File: config.mk
export PLATFORM = sky130hd
export DESIGN_NAME = cfg_frame_parser
export DESIGN_NICKNAME = d
export VERILOG_FILES = /design/src/rtl/cfg_frame_pkg.sv /design/src/rtl/cfg_frame_dp.sv /design/src/rtl/cfg_frame_ctrl.sv /design/src/rtl/cfg_frame_parser.sv
export SDC_FILE = /design/constraint.sdc
export NUM_CORES = 1
export LEC_CHECK = 0
export CAP_MARGIN = 30
export CORE_ASPECT_RATIO = 1.25
export CORE_MARGIN = 5
export CORE_UTILIZATION = 40
export DETAILED_ROUTE_END_ITERATION = 12
export DONT_BUFFER_PORTS = 1
export MAX_ROUTING_LAYER = met4
export PLACE_DENSITY_LB_ADDON = 0.08
export SYNTH_ARGS = -nofsm -noshare
export SYNTH_HDL_FRONTEND = slang
export SYNTH_SLANG_ARGS = --single-unit
File: constraint.sdc
create_clock -name clk -period 8.6 [get_ports clk]
set_clock_uncertainty 0.1 [all_clocks]
set_input_delay 1.72 -clock clk [delete_from_list [all_inputs] [get_ports clk]]
set_output_delay 1.72 -clock clk [all_outputs]
set_load 0.01 [all_outputs]
File: src/rtl/cfg_frame_pkg.sv
package cfg_frame_pkg;

  localparam int IDX_W = 4;
  localparam int LEN_W = 11;

  typedef logic [IDX_W-1:0] idx_t;
  typedef logic [LEN_W-1:0] len_t;

  typedef enum logic [1:0] {
    PH_IDLE,
    PH_HDR,
    PH_DATA,
    PH_CK
  } phase_t;

  // strobes from the sequencer to the datapath
  typedef struct packed {
    logic clear;     // new frame: wipe all accumulators
    logic takeHdr;   // shift a header bit
    logic takeData;  // shift a data bit
    logic takeCk;    // shift a checksum bit
    logic lastPay;   // this bit closes the summed part of the frame
  } dpCtrl_t;

  function automatic len_t fieldLen(idx_t idx);
    case (idx)
      4'd0:    return len_t'(8);
      4'd1:    return len_t'(24);
      4'd2:    return len_t'(8);
      4'd3:    return len_t'(18);
      4'd4:    return len_t'(8);
      4'd5:    return len_t'(124);
      4'd6:    return len_t'(124);
      4'd7:    return len_t'(42);
      4'd8:    return len_t'(56);
      4'd9:    return len_t'(160);
      4'd10:   return len_t'(46);
      4'd11:   return len_t'(8);
      4'd12:   return len_t'(1024);
      4'd13:   return len_t'(352);
      4'd15:   return len_t'(16);
      default: return len_t'(0);
    endcase
  endfunction

  function automatic logic isWritable(idx_t idx);
    case (idx)
      4'd0, 4'd1, 4'd12, 4'd14, 4'd15: return 1'b0;
      default:                         return 1'b1;
    endcase
  endfunction

  // eight-bit add with end-around carry
  function automatic logic [7:0] onesAdd(logic [7:0] a, logic [7:0] b);
    logic [8:0] s;
    s = {1'b0, a} + {1'b0, b};
    return s[7:0] + {7'b0, s[8]};
  endfunction

endpackage

File: src/rtl/cfg_frame_dp.sv
module cfg_frame_dp
  import cfg_frame_pkg::*;
#(
  parameter int WR_W = 352
) (
  input  logic            clk,
  input  logic            rstN,
  input  dpCtrl_t         ctrl,
  input  logic            bitIn,
  output logic [4:0]      nextHdr,
  output logic            ckMatch,
  output logic [WR_W-1:0] dataOut
);

  logic [3:0]      hdrReg;
  logic [6:0]      partByte;
  logic [2:0]      fill;
  logic [7:0]      sumAcc;
  logic [6:0]      ckReg;
  logic [WR_W-1:0] shiftReg;

  logic [7:0] nextPart;
  logic [3:0] nextFill;
  logic [7:0] aligned;
  logic       sumBit;
  logic       foldNow;

  assign nextHdr  = {hdrReg, bitIn};
  assign nextPart = {partByte, bitIn};
  assign nextFill = {1'b0, fill} + 4'd1;
  // a short final byte gets zeros appended at its low end
  assign aligned  = nextPart << (4'd8 - nextFill);
  assign sumBit   = ctrl.takeHdr | ctrl.takeData;
  assign foldNow  = sumBit & ((nextFill == 4'd8) | ctrl.lastPay);
  assign ckMatch  = ({ckReg, bitIn} == ~sumAcc);
  assign dataOut  = shiftReg;

  always_ff @(posedge clk or negedge rstN) begin
    if (!rstN) begin
      hdrReg   <= '0;
      partByte <= '0;
      fill     <= '0;
      sumAcc   <= '0;
      ckReg    <= '0;
      shiftReg <= '0;
    end else if (ctrl.clear) begin
      hdrReg   <= '0;
      partByte <= '0;
      fill     <= '0;
      sumAcc   <= '0;
      ckReg    <= '0;
      shiftReg <= '0;
    end else begin
      if (ctrl.takeHdr)  hdrReg   <= nextHdr[3:0];
      if (ctrl.takeData) shiftReg <= {shiftReg[WR_W-2:0], bitIn};
      if (ctrl.takeCk)   ckReg    <= {ckReg[5:0], bitIn};
      if (foldNow) begin
        sumAcc   <= onesAdd(sumAcc, aligned);
        partByte <= '0;
        fill     <= '0;
      end else if (sumBit) begin
        partByte <= nextPart[6:0];
        fill     <= nextFill[2:0];
      end
    end
  end

  // the padded partial byte has been folded before any checksum bit
  a_r4_pad_flushed: assert property (@(posedge clk) disable iff (!rstN)
    ctrl.takeCk |-> (fill == 3'd0 && partByte == 7'd0));

  // the summing and checksum strobes never coincide
  a_r4_phase_exclusive: assert property (@(posedge clk) disable iff (!rstN)
    !(ctrl.takeCk && sumBit));

endmodule

File: src/rtl/cfg_frame_ctrl.sv
module cfg_frame_ctrl
  import cfg_frame_pkg::*;
#(
  parameter int TO_W = 16
) (
  input  logic            clk,
  input  logic            rstN,
  input  logic            frameStart,
  input  logic            bitValid,
  input  logic [4:0]      nextHdr,
  input  logic            ckMatch,
  input  logic [TO_W-1:0] timeoutLimit,
  output dpCtrl_t         ctrl,
  output logic            ackValid,
  output logic            ackBit,
  output logic            wrStrobe,
  output logic            readReq,
  output idx_t            curIdx,
  output len_t            dataLen
);

  phase_t          phase;
  len_t            bitCnt;
  logic [TO_W-1:0] idleCnt;
  len_t            hdrLen;
  logic            hdrLast;
  logic            dataLast;

  assign hdrLen   = fieldLen(nextHdr[3:0]);
  assign hdrLast  = (phase == PH_HDR) && (bitCnt == len_t'(4));
  assign dataLast = (phase == PH_DATA) && (bitCnt == dataLen - 1'b1);

  always_comb begin
    ctrl          = '0;
    ctrl.clear    = (phase == PH_IDLE) && frameStart;
    ctrl.takeHdr  = (phase == PH_HDR) && bitValid;
    ctrl.takeData = (phase == PH_DATA) && bitValid;
    ctrl.takeCk   = (phase == PH_CK) && bitValid;
    ctrl.lastPay  = bitValid && ((hdrLast && hdrLen == '0) || dataLast);
  end

  always_ff @(posedge clk or negedge rstN) begin
    if (!rstN) begin
      phase    <= PH_IDLE;
      bitCnt   <= '0;
      idleCnt  <= '0;
      dataLen  <= '0;
      curIdx   <= '0;
      ackValid <= 1'b0;
      ackBit   <= 1'b0;
      wrStrobe <= 1'b0;
      readReq  <= 1'b0;
    end else begin
      ackValid <= 1'b0;
      ackBit   <= 1'b0;
      wrStrobe <= 1'b0;
      readReq  <= 1'b0;
      if (phase == PH_IDLE) begin
        if (frameStart) begin
          phase   <= PH_HDR;
          bitCnt  <= '0;
          idleCnt <= '0;
        end
      end else if (bitValid) begin
        idleCnt <= '0;
        case (phase)
          PH_HDR: begin
            if (hdrLast) begin
              curIdx <= nextHdr[3:0];
              bitCnt <= '0;
              if (!nextHdr[4]) begin
                readReq <= 1'b1;
                phase   <= PH_IDLE;
              end else begin
                dataLen <= hdrLen;
                phase   <= (hdrLen == '0) ? PH_CK : PH_DATA;
              end
            end else begin
              bitCnt <= bitCnt + 1'b1;
            end
          end
          PH_DATA: begin
            if (dataLast) begin
              bitCnt <= '0;
              phase  <= PH_CK;
            end else begin
              bitCnt <= bitCnt + 1'b1;
            end
          end
          PH_CK: begin
            if (bitCnt == len_t'(7)) begin
              ackValid <= 1'b1;
              ackBit   <= ckMatch;
              wrStrobe <= ckMatch && isWritable(curIdx);
              phase    <= PH_IDLE;
            end else begin
              bitCnt <= bitCnt + 1'b1;
            end
          end
          default: phase <= PH_IDLE;
        endcase
      end else if (timeoutLimit != '0 && (idleCnt + 1'b1) >= timeoutLimit) begin
        phase <= PH_IDLE;
      end else begin
        idleCnt <= idleCnt + 1'b1;
      end
    end
  end

  // an acknowledge only ever closes the checksum phase
  a_r5_ack_after_ck: assert property (@(posedge clk) disable iff (!rstN)
    ackValid |-> $past(phase == PH_CK));

  // a register write implies a passing acknowledge
  a_r6_strobe_on_pass: assert property (@(posedge clk) disable iff (!rstN)
    wrStrobe |-> (ackValid && ackBit));

  // protected indices never reach the register port
  a_r7_no_protected_write: assert property (@(posedge clk) disable iff (!rstN)
    wrStrobe |-> isWritable(curIdx));

  // a read frame is never acknowledged
  a_r2_read_no_ack: assert property (@(posedge clk) disable iff (!rstN)
    !(readReq && ackValid));

  // without a frame start the parser stays idle
  a_r8_idle_holds: assert property (@(posedge clk) disable iff (!rstN)
    (phase == PH_IDLE && !frameStart) |=> (phase == PH_IDLE));

  // the idle count never reaches the limit while a frame is open
  a_r11_timeout_bound: assert property (@(posedge clk) disable iff (!rstN)
    (phase != PH_IDLE && timeoutLimit != '0) |-> (idleCnt < timeoutLimit));

endmodule

File: src/rtl/cfg_frame_parser.sv
module cfg_frame_parser
  import cfg_frame_pkg::*;
#(
  parameter int WR_W = 352,
  parameter int TO_W = 16
) (
  input  logic            clk,
  input  logic            rstN,
  input  logic            frameStart,
  input  logic            bitValid,
  input  logic            bitData,
  input  logic [TO_W-1:0] timeoutLimit,
  output logic            wrStrobe,
  output logic [3:0]      wrIndex,
  output logic [10:0]     wrLen,
  output logic [WR_W-1:0] wrData,
  output logic            ackValid,
  output logic            ackBit,
  output logic            readReq,
  output logic [3:0]      readIndex
);

  dpCtrl_t    ctrl;
  logic [4:0] nextHdr;
  logic       ckMatch;
  idx_t       curIdx;
  len_t       dataLen;

  cfg_frame_ctrl #(.TO_W(TO_W)) u_ctrl (
    .clk          (clk),
    .rstN         (rstN),
    .frameStart   (frameStart),
    .bitValid     (bitValid),
    .nextHdr      (nextHdr),
    .ckMatch      (ckMatch),
    .timeoutLimit (timeoutLimit),
    .ctrl         (ctrl),
    .ackValid     (ackValid),
    .ackBit       (ackBit),
    .wrStrobe     (wrStrobe),
    .readReq      (readReq),
    .curIdx       (curIdx),
    .dataLen      (dataLen)
  );

  cfg_frame_dp #(.WR_W(WR_W)) u_dp (
    .clk     (clk),
    .rstN    (rstN),
    .ctrl    (ctrl),
    .bitIn   (bitData),
    .nextHdr (nextHdr),
    .ckMatch (ckMatch),
    .dataOut (wrData)
  );

  assign wrIndex   = curIdx;
  assign readIndex = curIdx;
  assign wrLen     = dataLen;

endmodule

==> run_results.csv <==
group,metric,value,unit
synth,synth_most_common_cell,"dfrtp_1",
clock_tree,clk_pin_slew_worst_paths,0.06,ns
critical_path,cpPeakStageDelay,0.64,ns
synth,synth_ff_type,"dfrtp_1",
timing,setup_viol,0,
pwr,power_density,233,nW/µm²
die,row_count,86,
clock_tree,cts_max_level,2,
routing,drc_errors,0,
timing,period_share,0.528,
routing,drtPass1Iterations,4,
global_route,overflow,0,
synth,syn_avg_cell_area,12.5,µm²
synth,ys_seq_area_frac,0.603,
critical_path,critPathLaunchType,"flip-flop",
placement,dpl.cell_count,1897,
timing,rsz0062_at_grt,"no",
die,pin_count,396,
routing,wire_per_inst,23.8,µm
global_route,grt_max_degree,428,
clock_tree,clk_latency,0.57,ns
timing,worst_slew_pin_slew,2.09,ns
critical_path,worstPathRequired,8.94,ns
synth,synth_top_area_frac,0.603,
timing,fmax,220,MHz
clock_tree,postCtsSetupRepairBufs,0,
outcome,failed_checks,"slew limit",
timing,hold_violations,0,
clock_tree,numCtsBuffers,45,
outcome,status,"finished, violations left",
die,fp.dieArea,48700,µm²
clock_tree,cts_root_buf,"clkbuf_16",
routing,viasPerCell,5.86,
timing,hold_ws,0.411,ns
critical_path,slowest_stage,"or4_4",
routing,dr_total_vias,11600,
timing,maxSlewViolCount,255,
die,start_util,0.403,
clock_tree,cts_resized,0,
final_layout,area_growth,10.6,%
clock_tree,cts_tree,"done",
timing,period_minus_slack,4.54,ns
synth,ys_ff_latch,427,
critical_path,cp.arrival,4.88,ns
run,maxCapViolCount,0,
clock_tree,cts.sinks,427,
hold_path,hold_class,"flip-flop to flip-flop",
pwr,p_leak,9.35,nW
critical_path,critical_path.endpoint_type,"flip-flop",
synth,synth_cells,1422,
synth,synth_async_sr_flop_share,1.00,
final_layout,final_cells,1975,
timing,tns,0,ns
placement,gp_congestion,0.788,
routing,totalWireLength,47000,µm
critical_path,crit_chain,"ha_1, nand3_1, nor2_1, nand3_1, nor2_1, xor2_1, ha_1, nand4_1, a211oi_1, o21ai_1, a21oi_1, nor2_1, or4_4, mux2_4",
clock_tree,postCtsHoldBufs,0,
global_route,grt_pass1_vias,11800,
placement,hpwl,30800,µm
critical_path,crit_type,"flip-flop to flip-flop",
placement,port_buffers,0,
synth,synth_area_leaders,"dfrtp_1 60%, a22o_1 18%, ha_1 3.0%",
final_layout,num_antenna_cells,0,
final_layout,nets,1438,
critical_path,reg2regPathDepth,14,
routing,drt_iter0_drc,680,
clock_tree,max-clock-path-buffers,3,
pwr,ir_drop,170,µV
critical_path,crit_fanout,11,
die,die_y,245,µm
synth,synthesis.area,17700,µm²
global_route,antenna_found_initial,0,
hold_path,whs_path_depth,1,
synth,synth_area_leader_cell,"dfrtp_1",
critical_path,cpMostUsedCell,"nor2_1",
synth,ys_top_cells_by_count,"427 x dfrtp_1, 363 x a22o_1, 96 x clkbuf_1, 65 x nand2_1, 44 x nor2_1",
global_route,grt_first_pass_wirelength,73000,µm
timing,relSlewSlack,-0.392,
routing,antenna_left,0,
pwr,power.total,0.00456,W
die,core_area,44000,µm²
final_layout,drive_above_1_share,0.0756,
synth,synth_cell_types,65,
global_route,grt_usage,0.193,
die,die_w,198,µm
synth,synth-edff-count,0,
synth,ys.warnings.count,0,
-- cells by family (layout without fill, tap and decap cells) --
group / after synthesis / in the layout / synth area share
flip-flops: 427 / 427 / 0.603
other: 1 / 2 / 0.000212
multiplexers: 16 / 16 / 0.0132
adder cells (fa/ha/maj): 43 / 43 / 0.0308
AND/OR/NAND/NOR: 236 / 236 / 0.0680
XOR/XNOR: 41 / 41 / 0.0203
buffers and inverters: 149 / 129 / 0.0332
AO/OA/AOI/OAI: 509 / 509 / 0.232
-- cell usage in the layout (no fill, tap or decap), types with 4 or more instances in the layout --
cell / instances
o21ai_0: 38
nand4_1: 9
o211ai_1: 4
and2_1: 4
o31ai_1: 4
a22o_1: 363
nor2_1: 43
a211oi_1: 12
nor4_1: 4
nand3b_1: 9
nor2b_1: 7
clkinv_2: 7
ha_1: 42
or3_1: 7
nor3_1: 13
a31oi_1: 14
xnor2_1: 17
nand2_1: 65
inv_1: 40
mux2i_1: 5
mux2_2: 5
nand2b_1: 12
clkbuf_8: 9
and3_1: 10
clkbuf_1: 9
dfrtp_1: 427
mux4_2: 5
a21oi_1: 39
xor2_1: 24
clkbuf_16: 45
nand3_1: 35
a21o_1: 6
buf_4: 8
-- worst paths after layout --
kind | start | end | slack, ns
worst max-delay path | u_ctrl.idleCnt[0] | u_ctrl.phase[1] | 4.06
worst min-delay path | u_dp.partByte[6] | u_dp.partByte[6] | 0.41
worst max register to register | u_ctrl.idleCnt[0] | u_ctrl.phase[1] | 4.06
worst min register to register | u_dp.partByte[6] | u_dp.partByte[6] | 0.41
max in group asynchronous | rstN | u_dp.sumAcc[0] | 5.98
min in group asynchronous | rstN | u_ctrl.dataLen[10] | 0.76
-- power by group --
part	leakage (nW)	switching [W]	internal [W]
Sequential	5.95	0.0000753	0.00205
Combinational	2.70	0.000376	0.000195
Clock	0.694	0.000798	0.00107
-- worst max-delay path: cells and delay by family (launching register included) --
family | cells | cell delay, ns
adder cells (fa/ha/maj) | 2 | 0.58
XOR/XNOR | 1 | 0.10
multiplexers | 1 | 0.31
flip-flops | 1 | 0.42
AND/OR/NAND/NOR | 7 | 2.06
AO/OA/AOI/OAI | 3 | 0.84
-- per-stage QoR --
stage | setup WS, ns | instance area, µm² | utilization
6_report | 4.06 | 19600 | 0.445
3_3_place_gp | 4.07 | 18100 | 0.412
2_1_floorplan | 4.08 | 17700 | -
3_5_place_dp | 3.97 | 18200 | 0.412
4_1_cts | 4.03 | 19600 | 0.444
5_1_grt | 3.53 | 19600 | 0.445
-- sequential cells by signal, indices dropped and copies added (netlist names), 2 cells and up --
signal          flops
u_dp.sumAcc         8
u_ctrl.idleCnt     16
u_dp.partByte       7
u_ctrl.dataLen      9
u_dp.dataOut      352
u_dp.hdrReg         4
u_ctrl.curIdx       4
u_ctrl.bitCnt      11
u_ctrl.phase        2
u_dp.fill           3
u_dp.ckReg          7
-- layer usage --
metal	wire length (µm)	global-route usage	vias to the layer above
met5	0	-	-
met4	1500	0.0590	0
met3	3920	0.0688	82
met2	23400	0.306	323
met1	18200	0.233	5940
li1	-	-	5225
-- area by class of cell --
cell class / instances / area [µm²]
inverter: 40 / 150
sequential: 427 / 10700
clock inverter: 13 / 119
timing repair buffer: 13 / 175
clock buffer: 63 / 1280
tap: 572 / 716
multi-input combinational: 847 / 6470
fill: 4029 / 24400
No activity file was read; power rests on OpenSTA's default activity.
